**src/rtl/tes_pkg.sv**
```systemverilog
package tes_pkg;
  typedef enum logic [1:0] {
    EV_NONE = 2'd0,
    EV_GOOD = 2'd1,
    EV_BAD  = 2'd2
  } xfer_ev_e;
endpackage

```
**src/rtl/tes_event_decode.sv**
```systemverilog
module tes_event_decode (
  input  logic              stb,
  input  logic              bad,
  output tes_pkg::xfer_ev_e ev
);
  always_comb begin
    if (!stb)     ev = tes_pkg::EV_NONE;
    else if (bad) ev = tes_pkg::EV_BAD;
    else          ev = tes_pkg::EV_GOOD;
  end
endmodule

```
**src/rtl/tes_run_counter.sv**
```systemverilog
module tes_run_counter #(
  parameter int                RUN_LEN = 4,
  parameter tes_pkg::xfer_ev_e KIND    = tes_pkg::EV_GOOD
) (
  input  logic              clk,
  input  logic              rst,
  input  tes_pkg::xfer_ev_e ev,
  output logic              run_done
);
  localparam int CW = $clog2(RUN_LEN + 1);
  localparam logic [CW-1:0] TOP = CW'(RUN_LEN - 1);

  logic [CW-1:0] cnt_q;

  // run_done fires on the transfer that completes a run of this kind
  assign run_done = (ev == KIND) && (cnt_q >= TOP);

  always_ff @(posedge clk) begin
    if (rst) begin
      cnt_q <= '0;
    end else if (ev == KIND) begin
      if (cnt_q < TOP) cnt_q <= cnt_q + 1'b1;
    end else if (ev != tes_pkg::EV_NONE) begin
      cnt_q <= '0;
    end
  end
endmodule

```
**src/rtl/tes_word_hold.sv**
```systemverilog
module tes_word_hold #(
  parameter int DATA_W = 8
) (
  input  logic              clk,
  input  logic              rst,
  input  tes_pkg::xfer_ev_e ev,
  input  logic [DATA_W-1:0] word_in,
  output logic [DATA_W-1:0] word_q
);
  always_ff @(posedge clk) begin
    if (rst)                         word_q <= '0;
    else if (ev == tes_pkg::EV_GOOD) word_q <= word_in;
  end
endmodule

```
**src/rtl/tes_fault_merge.sv**
```systemverilog
module tes_fault_merge (
  input  logic              clk,
  input  logic              rst,
  input  tes_pkg::xfer_ev_e ev,
  input  logic              bad_run_done,
  input  logic              good_run_done,
  input  logic              supply_missing,
  output logic              flag_q,
  output logic              err_n_q
);
  logic lnr_q;
  logic flag_nxt;
  logic lnr_nxt;

  always_comb begin
    flag_nxt = flag_q;
    if (bad_run_done)       flag_nxt = 1'b1;
    else if (good_run_done) flag_nxt = 1'b0;
    lnr_nxt = lnr_q && (ev != tes_pkg::EV_GOOD);
  end

  always_ff @(posedge clk) begin
    if (rst) begin
      flag_q  <= 1'b0;
      lnr_q   <= 1'b1;
      err_n_q <= 1'b0;
    end else begin
      flag_q  <= flag_nxt;
      lnr_q   <= lnr_nxt;
      err_n_q <= ~(flag_nxt | supply_missing | lnr_nxt);
    end
  end
endmodule

```
**src/rtl/tes_supervisor.sv**
```systemverilog
module tes_supervisor #(
  parameter int DATA_W  = 8,
  parameter int RUN_LEN = 4
) (
  input  logic              clk,
  input  logic              rst,
  input  logic              xfer_stb,
  input  logic              xfer_bad,
  input  logic [DATA_W-1:0] xfer_word,
  input  logic              supply_missing,
  output logic [DATA_W-1:0] word_out,
  output logic              filter_rst,
  output logic              err_n
);
  tes_pkg::xfer_ev_e ev;
  logic [1:0]        run_done;

  tes_event_decode u_dec (
    .stb (xfer_stb),
    .bad (xfer_bad),
    .ev  (ev)
  );

  // index 0 counts clean transfers, index 1 counts bad ones
  for (genvar g = 0; g < 2; g++) begin : g_run
    localparam tes_pkg::xfer_ev_e KIND = (g == 0) ? tes_pkg::EV_GOOD : tes_pkg::EV_BAD;
    tes_run_counter #(.RUN_LEN(RUN_LEN), .KIND(KIND)) u_cnt (
      .clk      (clk),
      .rst      (rst),
      .ev       (ev),
      .run_done (run_done[g])
    );
  end

  tes_word_hold #(.DATA_W(DATA_W)) u_hold (
    .clk     (clk),
    .rst     (rst),
    .ev      (ev),
    .word_in (xfer_word),
    .word_q  (word_out)
  );

  tes_fault_merge u_merge (
    .clk            (clk),
    .rst            (rst),
    .ev             (ev),
    .bad_run_done   (run_done[1]),
    .good_run_done  (run_done[0]),
    .supply_missing (supply_missing),
    .flag_q         (filter_rst),
    .err_n_q        (err_n)
  );
endmodule

```
**config.mk**
```make
export PLATFORM = sky130hd
export DESIGN_NAME = tes_supervisor
export DESIGN_NICKNAME = d
export VERILOG_FILES = /design/src/rtl/tes_pkg.sv /design/src/rtl/tes_event_decode.sv /design/src/rtl/tes_run_counter.sv /design/src/rtl/tes_word_hold.sv /design/src/rtl/tes_fault_merge.sv /design/src/rtl/tes_supervisor.sv
export SDC_FILE = /design/constraint.sdc
export NUM_CORES = 1
export LEC_CHECK = 0
export BUFFER_PORTS_ARGS = -buffer_cell sky130_fd_sc_hd__buf_2
export CELL_PAD_IN_SITES_DETAIL_PLACEMENT = 1
export CELL_PAD_IN_SITES_GLOBAL_PLACEMENT = 1
export CORE_ASPECT_RATIO = 1.4
export CORE_MARGIN = 2
export CORE_UTILIZATION = 34
export CTS_BUF_LIST = sky130_fd_sc_hd__clkbuf_4 sky130_fd_sc_hd__clkbuf_8
export DETAILED_ROUTE_END_ITERATION = 10
export PLACE_DENSITY = 0.75
export SETUP_SLACK_MARGIN = 0.15
export SLEW_MARGIN = 0
export SYNTH_ARGS = -nofsm -noshare
export SYNTH_HDL_FRONTEND = slang
export SYNTH_SLANG_ARGS = --single-unit
export TNS_END_PERCENT = 30
```
**constraint.sdc**
```tcl
create_clock -name clk -period 1.3 [get_ports clk]
set_input_delay 0.195 -clock clk [delete_from_list [all_inputs] [get_ports clk]]
set_output_delay 0.195 -clock clk [all_outputs]
set_load 0.05 [all_outputs]
```
# == Yosys cells after proc, flatten, opt, wreduce, memory -nomap -nowiden ==
# Cells that the tools add are included.
# totals
elab_cells,37
out_inout_bits,10
input_bits,13
regBits,17
# op_classes
bitwise_logic,3
n_reduce_logical,8
order_cmp,4
eq_ne,5
add_sub_neg,2
muxes,9
# ops
cell,n
two-way mux 3 bit,5
"adder 3 x 1 -> 3 bit, second input constant",2
">= comparator 3 x 2 -> 1 bit, second input constant",2
"less-than comparator 3 x 2 -> 1 bit, second input constant",2
nonzero test 2 bit,3
two-way mux 2 bit,2
"!= test 2 bit, second input constant",2
AND reduction 2 bit,2
logical AND 1 bit,3
"equality test 2 x 1 -> 1 bit, second input constant",1
"equality test 2 bit, second input constant",1
two-way mux 1 bit,2
"!= test 2 x 1 -> 1 bit, second input constant",1
OR 1 bit,2
inverter 1 bit,1

# == Longest topological paths before layout ==
# Gate-level depths: netlist (run 1).
# depth
depth_word,9
mapped_depth,5

# == By module ==
# From an unflattened synthesis (run 1), not the netlist that was laid out.
# hier_totals
cells_unflattened,85
area_unflattened_um2,855.8
# modules_own_cells
mod,instances,cells_per_inst,area_each_um2
tes_run_counter,2,20,188.9
tes_word_hold,1,34,362.8
tes_fault_merge,1,9,98.8
tes_event_decode,1,2,16.3

# == Worst setup path after synthesis (run 1) ==
# No wires, ideal clock.
# synth_path
kind,reg2reg
start,register g_run[0].u_cnt.cnt_q[0]
end,register u_merge.err_n_q
path_stages_with_launch,6
path_buffers,0
t_arrival_ns,1.157
setup_slack_ns,0.026
required_time_ns,1.183
path_cell_list,dfxtp_1 ha_1 ha_1 a211oi_1 o21ai_2 and4bb_1
# synth_via
elab_chain_cells,7
# synth_rtl
element,line,text
"start, declared",tes_run_counter.sv:13,logic [CW-1:0] cnt_q;
"start signal, assigned",tes_run_counter.sv:22,if (cnt_q < TOP) cnt_q <= cnt_q + 1'b1;
>= comparator 3 x 2 -> 1 bit,tes_run_counter.sv:16,assign run_done = (ev == KIND) && (cnt_q >= TOP);
logical AND 1 bit,tes_run_counter.sv:16,
two-way mux 1 bit,tes_fault_merge.sv:18,else if (good_run_done) flag_nxt = 1'b0;
two-way mux 1 bit,tes_fault_merge.sv:17,if (bad_run_done) flag_nxt = 1'b1;
OR 1 bit (2 in a row),tes_fault_merge.sv:30,err_n_q <= ~(flag_nxt | supply_missing | lnr_nxt);
inverter 1 bit,tes_fault_merge.sv:30,
"end signal, assigned",tes_fault_merge.sv:30,
"end, declared",tes_fault_merge.sv:9,output logic err_n_q
# Every way passes these cells.
# A chain may end at the register's enable or synchronous reset.

# == Worst setup path in the final report (run 1) ==
# Same ends and word-level chain as after synthesis.

==> summary.md, run 1 <==
The tools report the combinational power share as 16.3%. In this run the clock root is driven by a clkbuf_4. Multiplexer cells account for 0% of the synthesized area. The run gives 745 uW as the internal power contribution.

The synthesized netlist contains 25 unique library cells. STA classifies the critical path endpoint as a flop. Max-cap violations in this run came to 0. From bottom edge to top edge, the die measures 59.4 microns.

For the number of max-slew violations in the final report, the log shows 0. By area the synthesized netlist is led by dfxtp_1 46%, a21oi_1 10%, nand2_1 9.1%, ha_1 6.7%, a211oi_1 2.0%. The category of the most critical setup path was reg2reg.

Setup violations remaining at the end of the flow were counted as 0. The routability congestion estimate was 0.757; the number of global-route vias before repair was 759. The analysis attributes to net switching a power of 293 uW.

Synthesis handed over a netlist of 84 instances. The run finished with clean final reports. The synthesized design spends more area on one cell type than any other, namely dfxtp_1. TritonCTS built the clock tree. In the final layout, the multi-input gates occupy 417 sq um.

Clock skew on the completed layout was measured at 0.00721 ns. Share of the clock period used by the worst path: 98.9%. After global routing the overflow that remains totals 0.

STA puts the critical path data required time at 1.50 ns. During I/O placement, the number of pins put on the boundary was 23. The die is 43.5 microns wide. For this run, the slowest stage of the critical path takes 0.35 ns. The layout cell share with drive strength beyond 1 came out at 41.8%. The die covers 2590 sq um. After synthesis the netlist holds a flip-flop and latch count of 17. The run gives 1 as the H-tree depth.

The netlist area before placement is 744 sq um. The endpoint identified for the worst register-to-register timing path is u_merge.err_n_q. Traced cell by cell, the critical path runs through ha_4, ha_4, a211oi_2, o21ai_2, and4bb_1. The routed length per instance was 14.3 microns.

The final core utilization was 46.5%. Along the worst path, the maximum fanout reaches 2. After detailed routing, the number of remaining DRC violations is 0.

Adder-cell share of the synthesized area: 6.72%. In this run, CTS created clock tree buffers numbering 3. The number of cells on the worst reg-to-reg path is 5. Among all flip-flop cells after synthesis, the most frequent one is dfxtp_1. The average via count per standard cell is 5.24, and the total nets after synthesis is 101. The area of the placeable core is 2130 sq um.

The first global-routing pass estimated 3180 microns of wire. The mean post-synth cell area was 8.86 sq um. After the last flow step, the layout net total stands at 128. The number of rows in the core area was 20; the worst hold path stage count was 3. The run gives 0.29 ns as the clock latency of the later-clocked register in the worst-skew pair. The tools report the launch point of the worst hold path as xfer_word[5]. The synthesized netlist devotes 20.5% of its cell area to compound gates. The clock period could shrink to 1.29 ns. Setup repair after global routing could not meet its margin everywhere.

The number of filler cells placed in the layout was 268. The total placed instance area is 891 sq um. The kind of path behind the tightest hold check was in2reg. Hold violation total from the final report: 0. The finished layout cell area was 988 sq um.

The worst setup path is launched from a flop. For the worst path arrival time, the log shows 1.48 ns. Wires add up to 1890 microns. Fraction of synthesized cell area taken by the top area cell type: 45.7%. The highest clock rate was 0.777 GHz. Counting stages on the worst path, the most repeated cell is ha_4.

At the pin with the least slew margin, the transition time is 0.351 ns. The routed layout has 692 vias. The power density of the placed cells was 1050 nW/um^2. The area growth from synthesis to layout is 32.8%.

Counting flops with a built-in enable in the synthesized netlist gives 0. The area of all sequential standard cells is 349 sq um. Counting every sink on the clock net gives 17. The switching fraction of total power was 28.3%; the fraction of synthesized cell area in xor and xnor cells was 0%.

Buffers added to address setup during post-CTS repair amount to 0. The tools report the number of detailed-route iterations in the first pass as 2. In this run the tightest slew margin relative to its limit is 76.3%. The cell leakage power was 0.000423 uW. The initial core utilization is 35.0%. The path with the worst hold slack has its endpoint at u_hold.word_q[5]. Clock transition time at the flip-flop clock pins of the worst setup and hold paths: 0.10 ns. The worst register-to-register path begins at g_run[0].u_cnt.cnt_q[0].

Total inserted antenna cells: 0. Worst-path cell with the longest stage delay: dfxtp_2. In the post-synthesis netlist, the cell with the most instances is nand2_1. In this run, flip-flops and latches consume 53.8% of the power.

The design draws 1040 uW. The commonest cells after synthesis are 18 x nand2_1, 17 x dfxtp_1, 15 x a21oi_1. In this run, the clock network consumes 29.9% of the power. Input and output buffers added on the ports amount to 22. In the synthesized netlist the async set-or-reset flop fraction comes to 0%. The tools report the setup slack of the worst register-to-register path as 0.01 ns.

The Yosys step of the flow raised 0 warnings. The HPWL after detailed placement is 1380 microns. The number of buffers between clock root and the deepest sink is 2, and the post-synthesis simple-gate area fraction is 20.5%.

After the first detailed-routing iteration, the DRC count stood at 5. The sequential share of the synthesized area came out at 45.7%. By area, the combinational part of the netlist is dominated by compound AO/OA/AOI/OAI gates.

The logs give 0.000429 V for the worst supply voltage drop on vdd and 12 for the maximum number of pins on one net before global-route repair. Global routing consumed, over all layers together, 16.5% of the routing resources. Once detail routing completed, the nets flagged for antenna violations numbered 0. The tools report the initial antenna violation count as 0.
[layout make-up]
type / instances / area share (%)
sequential: 17 / 35.3
timing repair buffer: 27 / 15.2
clock buffer: 4 / 3.04
tap: 22 / 2.78
inverter: 4 / 1.52
multi-input combinational: 58 / 42.2
[kinds of logic (layout without fill, tap and decap cells)]
group           count (synthesis)  after routing
compound gates                 25             25
fa+ha+maj                       4              4
buf+inv                         9             35
flops                          17             17
simple gates                   29             29
[routing by layer]
metal | vias to the layer above | share of wire (%) | routed length (microns) | global-route usage, %
met5 | - | 0 | 0 | 0
met4 | 0 | 0.79 | 15 | 6.93
met3 | 2 | 4.7 | 89 | 3.96
met2 | 19 | 54 | 1020 | 30.5
met1 | 330 | 40 | 762 | 17.3
li1 | 341 | - | - | -
[power by group through the flow]
stage / sequential, uW / clock (uW) / combinational, uW
floorplan: 613 / 0 / 67.9
CTS: 555 / 326 / 167
global placement: 565 / 0 / 161
finish: 558 / 310 / 169
detailed placement: 567 / 0 / 166
global route: 562 / 343 / 185
[worst max-delay path, delay by kind of cell, from the launching register on]
family	cells	cell delay, ns
DFF	1	0.35
AOI/OAI and AO/OA	2	0.33
adders and majority gates	2	0.31
and+or+nand+nor	1	0.20
[state kept, by name, indices dropped and copies added, names as in the netlist]
register	cells
u_merge.err_n_q	1
u_hold.word_q	8
u_merge.lnr_q	1
g_run.u_cnt.cnt_q	6
u_merge.flag_q	1
[cell usage in the layout, fill, tap and decap left out, types with 2 or more instances in the layout]
| cell type | instances |
|---|---|
| clkbuf_4 | 5 |
| nand2_1 | 18 |
| nor3_1 | 2 |
| buf_2 | 21 |
| a21oi_1 | 15 |
| dfxtp_2 | 4 |
| a21o_1 | 2 |
| o21a_1 | 2 |
| dfxtp_1 | 12 |
| inv_1 | 3 |
| buf_4 | 5 |
| ha_4 | 4 |
[worst max-delay path by stage]
| stage | from | to | slack (ns) |
|---|---|---|---|
| after floorplan | g_run[0].u_cnt.cnt_q[0] | u_merge.err_n_q | 0.06 |
| after global placement | g_run[0].u_cnt.cnt_q[0] | u_merge.err_n_q | 0.12 |
| after detailed placement | g_run[1].u_cnt.cnt_q[0] | u_merge.err_n_q | 0.06 |
| after CTS | g_run[0].u_cnt.cnt_q[0] | u_merge.err_n_q | 0.04 |
| after global routing | g_run[0].u_cnt.cnt_q[0] | u_merge.err_n_q | -0.02 |
| final | g_run[0].u_cnt.cnt_q[0] | u_merge.err_n_q | 0.01 |
[timing repair]
action | in CTS | in global routing
gates cloned | 0 | 0
gates resized for setup | 0 | 16
pin swaps | 0 | 6
endpoints found under the setup margin | 4 | 6
hold buffers | 0 | 0
[through the flow]
step                hold slack [ns]  setup slack (ns)  TNS [ns]  instances
global route                  0.131           -0.0152   -0.0152        132
CTS                           0.122            0.0356         0        132
floorplan                     0.331            0.0602         0         84
finish                        0.133            0.0138         0        132
global placement              0.430             0.120         0        128
detailed placement            0.438            0.0592         0        128
(Power assumes the default switching activity.)
==> run 2, diff against run 1 <==
CORE_UTILIZATION = 40   (was 34)
MAX_ROUTING_LAYER = met4   (was default)
PLACE_DENSITY = 0.83   (was 0.75)
clock period = 1.6 ns   (was 1.3 ns; I/O delays follow)
==> run 2 against run 1 <==
Compared with the run above:
- total power is 22% lower
- design area shrank 11%
- sequential cell count stayed put
- critical path depth is the same
- routed wire length decreased by 14%
- final cell count fell by 5.3%
- first-iteration DRC count fell by 100%
- worst setup slack better by 0.23 ns
- clock-buffer cell count unchanged
- utilization is 3.4 points higher
==> summary.md, run 2 (same netlist as run 1, synthesis figures left out) <==
The sequential cell fraction of total power was 55.7%; the final setup skew was 0.000952 ns. For the data required time at the worst endpoint, the log shows 1.78 ns. The kind of path behind the tightest hold check is in2reg. The multi-input combinational cells in the finished layout cover a total of 355 sq um. In this run the clock root is driven by a clkbuf_4. Initial antenna violation count: 0.

The maximum net fanout on the critical path is 6. The worst setup slack after layout was 0.242 ns. Hold is met by 0.189 ns.

Buffers added to address setup during post-CTS repair amount to 0. After detailed routing, the average wire length per cell comes to 12.9 microns. After detailed routing, the number of vias per cell comes to 5.34. The post-route netlist has 27.6% of its cells at a drive strength greater than 1. The tools report the final routed DRC violation total as 0.

In the layout the commonest cells are 22 x buf_2, 18 x nand2_1, 17 x dfxtp_1. Entering global routing, the biggest net connects 17 pins. The total placed instance area was 846 sq um. In this run the critical register-to-register path is captured at u_merge.err_n_q.

The logs give 0 for the total of max-cap violations and 217 uW for the switching power. The startpoint of the worst register-to-register path is g_run[0].u_cnt.cnt_q[0]. The launch point of the worst hold path was xfer_word[3].

The first global-routing pass estimated 2550 microns of wire. The tools report the kind of end point of the critical path as a flop. The number of buffers created by CTS was 3. In this run the vertical extent of the chip is 55.0 microns. The share of the clock period used by the worst path was 84.9%. For this run, the total global-route usage over all layers was measured as 17.9%. The category of the most critical setup path was reg2reg. From left edge to right edge, the die measures 40.5 microns.

The worst-case setup slack after placement is 0.246 ns. Number of max-slew violations in the final report: 0. CTS saw 17 sinks.

For the count of instances resized after the clock tree is built, the log shows 0. The area growth from synthesis to layout is 17.6%. The region available for standard cell placement spans 1760 sq um. Counting instances, the worst hold path has a depth of 3.

Routability-driven placement finished with a final weighted congestion of 0.732. For the worst setup path, the data arrival time is 1.54 ns. In this run, the combinational gates consume 15.0% of the power.

Counting cells, the worst reg-to-reg path comes to 5. The number of buffers between clock root and the deepest sink came out at 2. The routed design has 1620 microns of wire. The cell leakage power is 0.000396 uW.

Area of the die: 2230 sq um. The number of detailed-route iterations in the first pass is 1. Setup repair after global routing left no endpoint under its margin. The run gives 75.0% as the headroom to the max-slew limit. The clock period minus final worst setup slack was 1.36 ns. Per report_power, the clock group accounts for 29.3% of the total. The count of nets left with antenna violations after detail routing came out at 0. The register with the most flip-flops in the layout has 8 of them.

The repair_antennas step left the layout with diodes totalling 0. Cell internal power was estimated by the tool at 594 uW. Power spread over the standard cell area amounts to 927 nW/um^2.

The H-tree depth was 1; the final HPWL from detailed placement was 1270 microns. Derived from the worst setup path, the maximum achievable clock frequency is 0.737 GHz. Leaving out fill and tap cells, the most frequent cell in the layout is buf_2. At the end of the flow, the number of nets in the layout was 123. Port buffering added 22 buffers.

The run gives 18 as the number of rows in the core area. The worst register-to-register path has a setup slack of 0.24 ns. The worst supply voltage drop on vdd is 0.000462 V. Setup total negative slack on the finished layout was measured at 0 ns. At the end of the flow the core is filled with cells to 49.9%. STA classifies the critical path startpoint as a flop. Hold violation total from the final report: 0.

In this run, the number of DRC markers left after iteration 0 of detailed routing was 0. For this configuration, the core starts out at a cell density of 42.4%. The run gives 0 as the aggregate global routing overflow. The flow ran to the end, and the final reports show no timing, DRC or antenna violations.

The path with the worst hold slack has its endpoint at u_hold.word_q[3]. Net switching is 26.8% of the power. The largest register by flop count is u_hold.word_q. At the pin with the least slew margin, the transition time is 0.376 ns. Number of global-route vias before repair: 618. After routing the design area is 876 sq um. The area of all sequential standard cells is 340 sq um.

Buffers inserted to repair hold after CTS numbered 0. Clock-pin slew was measured on the worst setup and hold paths at 0.09 ns. After filler insertion, the fill cell instance count of the layout stands at 229.

In the final layout, the registers with the most flip-flops are u_hold.word_q: 8 flops, g_run.u_cnt.cnt_q: 6 flops. The total via count after detailed routing was 668; the setup-violating endpoint count in the final report was 0. The logs give 23 for the I/O pin total and 0.28 ns for the clock latency of the later-clocked register in the worst-skew pair.

TritonCTS built the clock tree.
## run 2: cell count changes in the layout (fill, tap and decap cells not counted), sizes merged
cell and delta:
buf -4, clkbuf -1
## run 2: worst max-delay path by stage
stage / cells past startpoint / slack, ns / start / end
2_1_floorplan: 5 / 0.33 / g_run[0].u_cnt.cnt_q[0] / u_merge.err_n_q
3_3_place_gp: 5 / 0.32 / g_run[0].u_cnt.cnt_q[0] / u_merge.err_n_q
3_5_place_dp: 5 / 0.25 / g_run[0].u_cnt.cnt_q[0] / u_merge.err_n_q
4_1_cts: 5 / 0.23 / g_run[0].u_cnt.cnt_q[0] / u_merge.err_n_q
5_1_grt: 5 / 0.18 / g_run[0].u_cnt.cnt_q[0] / u_merge.err_n_q
6_report: 5 / 0.24 / g_run[0].u_cnt.cnt_q[0] / u_merge.err_n_q
## run 2: metrics by stage
stage	cells	total power [uW]
finish	125	812
global route	125	867
CTS	125	828
detailed placement	121	586
global placement	121	581
floorplan	84	552
## run 2: worst max-delay path, stage by stage (launching register included)
cell and delay (ns):
dfxtp_1 0.37, ha_1 0.22, ha_1 0.18, a211oi_1 0.22, o21ai_2 0.09, and4bb_1 0.18
## run 2: final cells by class
type	instances	share of cell area (%)
clock buffer	4	3.43
inverter	4	1.71
multi-input combinational	58	40.6
sequential	17	38.9
tap	20	2.86
timing repair buffer	22	12.6
## run 2: metal layers
layer  share of wire, %  wire length [microns]  GRT usage [%]
met5                  0                      0              -
met1                 41                    659           17.4
met2                 53                    855           31.0
met3                5.1                     83           4.80
met4                1.1                     18           10.0
## run 2: power by group through the flow
stage	logic [uW]	registers, uW	clock network, uW
CTS	124	453	251
detailed placement	124	462	0
floorplan	54.9	497	0
global route	133	456	279
global placement	120	461	0
finish	121	452	238
==> run 3, diff against run 2 <==
CORE_UTILIZATION = 34   (was 40)
PLACE_DENSITY = 0.75   (was 0.83)
clock period = 1.1 ns   (was 1.6 ns; I/O delays follow)
==> run 3 against run 2 <==
Compared with the run above:
- the run now ends with setup timing left
- worst hold slack got worse by 0.10 ns
- via count is 8.8% higher
- final cell count grew 12%
- design area grew 35%
- non-clock buffer count rose by 13
- sequential share of layout area is 8.4 points lower
- fmax up 16%
- critical path depth unchanged
- combinational power grew 110%
- routed wire length is 18% higher
- worst setup slack lost 0.32 ns
- sequential power is 48% higher
- largest cell class unchanged
==> summary.md, run 3 (same netlist as run 1, synthesis figures left out) <==
The flow ran to the end, but the final reports show violations. The final reports fail on setup timing. The number of global-route vias before repair was 776. For this design the top-level I/O count stands at 23. Worst-case setup slack after placement: -0.141 ns. The flip-flop count of the largest register, all copies and words added is 8, and the number of max-slew violations in the final report is 0. Hold timing on the final database bottoms out at a slack of 0.0883 ns. Clock tree synthesis found a total of 17 sinks. The overall die height was 59.4 microns; the count of nets left with antenna violations after detail routing was 0. The first routing iteration left 5 violations. The cell leakage power is 0.000486 uW, and the area of the die is 2590 sq um. The share of the clock period used by the worst path is 107%.

The worst setup path is captured at a flop. Between clock sinks in the finished design, the worst skew comes to 0.0119 ns. The total of max-cap violations is 0.

The category of the most critical setup path is reg2reg. Cells fill 55.4% of the core in the end. The final routed DRC violation total was 0. For the number of detailed-route iterations in the first pass, the log shows 2.

In this run the clock root is driven by a clkbuf_4. Detailed routing inserted a total of 727 vias. The register with the most flip-flops in the final layout is u_hold.word_q. Dividing the detail-routed wire length by the instance count gives 13.6 microns.

The layout cell share with drive strength beyond 1 works out to 55.9%. The power density of the placed cells is 1090 nW/um^2, and the aggregate global routing overflow is 0. TritonCTS created 3 clock buffers. The tools report the setup-violating endpoint count in the final report as 2. The run gives 1420 microns as the final HPWL from detailed placement. In the layout the commonest cells are 18 x nand2_1, 14 x a21oi_1, 12 x dfxtp_2, 12 x buf_2, 11 x buf_4. Setup repair after global routing could not meet its margin everywhere.

Entering global routing, the biggest net connects 10 pins. The headroom to the max-slew limit is 76.1%, and the initial antenna violation count is 0. After the last flow step, the layout net total stands at 136.

The clock transition time at the flip-flop clock pins of the worst setup and hold paths came out at 0.10 ns. At the worst endpoint, the arrival time is 1.37 ns. The total wire length after detailed routing is 1910 microns, and the number of cells on the worst reg-to-reg path is 5. At the pin with the least slew margin, the transition time is 0.353 ns. For this configuration, the core starts out at a cell density of 35.0%. After filler insertion, the fill cell instance count of the layout stands at 253.

Subtracting the final worst setup slack from the clock period gives 1.18 ns. Routability-driven placement finished with a final weighted congestion of 0.729. For this run, the number of standard cells in the final layout without fillers is 140.

The number of antenna diodes in the final layout is 0. The number of placed instances, taps included, is 136. The initialized floorplan defines 20 standard-cell rows. TritonCTS built the clock tree. The average via count per standard cell is 5.19. IR analysis of the VDD net gives a maximum drop of 0.000592 V.

The region available for standard cell placement spans 2130 sq um. Kind of path behind the tightest hold check: in2reg. STA puts the critical path data required time at 1.29 ns. The H-tree depth was 1; the die boundary width was 43.5 microns. In the final timing run, aggregate negative setup slack is -0.101 ns. The longest clock path from root to sink contains 2 buffers. The worst setup path is launched from a flop. Of all nets on the critical path, the largest fanout is 2. The worst setup slack after layout is -0.0754 ns, and the hold violation total from the final report is 0.

The worst hold path stage count is 3, and the signed area change from the synthesized netlist to the final layout is 58.3%. Buffers placed on the I/O ports in this run total 22. Commonest non-fill, non-tap cell in the layout: nand2_1.

For the highest clock rate, the log shows 0.851 GHz. In the final layout, the registers with the most flip-flops are u_hold.word_q: 8 flops, g_run.u_cnt.cnt_q: 6 flops. The wire length of the first global-routing pass is 3390 microns, and the total track usage is 18.5%. Clock latency of the later-clocked register in the worst-skew pair: 0.30 ns.
[run 3: changes by cell type in the layout (fill, tap and decap cells not counted), moves of 8 or more]
cell | before | now
dfxtp_1 | 17 | 4
dfxtp_2 | 0 | 12
buf_4 | 0 | 11
buf_2 | 22 | 12
buf_8 | 0 | 8
[run 3: layer usage]
metal,GRT usage [%],part of all wire (%)
met5,-,0
met4,12.1,3.7
met3,3.96,4.8
met2,32.4,56
met1,17.7,35
[run 3: layout make-up]
class	count	area [sq um]	share of cell area, %
Multi-Input combinational cell	58	430	36.5
Sequential cell	17	359	30.5
Timing Repair Buffer	35	317	26.9
Clock buffer	4	30.0	2.55
Tap cell	22	27.5	2.34
Inverter	4	15.0	1.27
[run 3: final timing paths]
check                                             start               end  slack [ns]
worst max-delay path            g_run[0].u_cnt.cnt_q[0]   u_merge.err_n_q       -0.08
worst min-delay path                       xfer_word[2]  u_hold.word_q[2]        0.09
worst max register to register  g_run[0].u_cnt.cnt_q[0]   u_merge.err_n_q       -0.08
worst min register to register            u_merge.lnr_q     u_merge.lnr_q        0.47
[run 3: through the flow]
step / power (uW) / cell area (sq um)
after detailed placement: 886 / 963
after CTS: 1310 / 1160
after floorplan: 804 / 749
final: 1290 / 1180
after global routing: 1360 / 1180
after global placement: 879 / 963
[run 3: critical path, stage by stage (launching register included)]
cell	delay (ns)
dfxtp_2	0.34
ha_4	0.16
ha_4	0.15
a211oi_2	0.16
o21ai_2	0.08
and4bb_1	0.18
[run 3: repair_timing]
| action | in CTS | in global routing |
|---|---|---|
| gates resized for setup | 50 | 5 |
| setup endpoints to repair | 18 | 18 |
| pin swaps | 10 | 3 |
| buffers inserted | 0 | 0 |
| hold buffers | 0 | 0 |
[run 3: where the power goes]
group	total, uW	switching [uW]	internal (uW)	leakage [uW]
Clock	362	196	166	0.0000184
Combinational	257	135	122	0.000323
Sequential	667	22.2	645	0.000145
Total	1290	353	933	0.000486
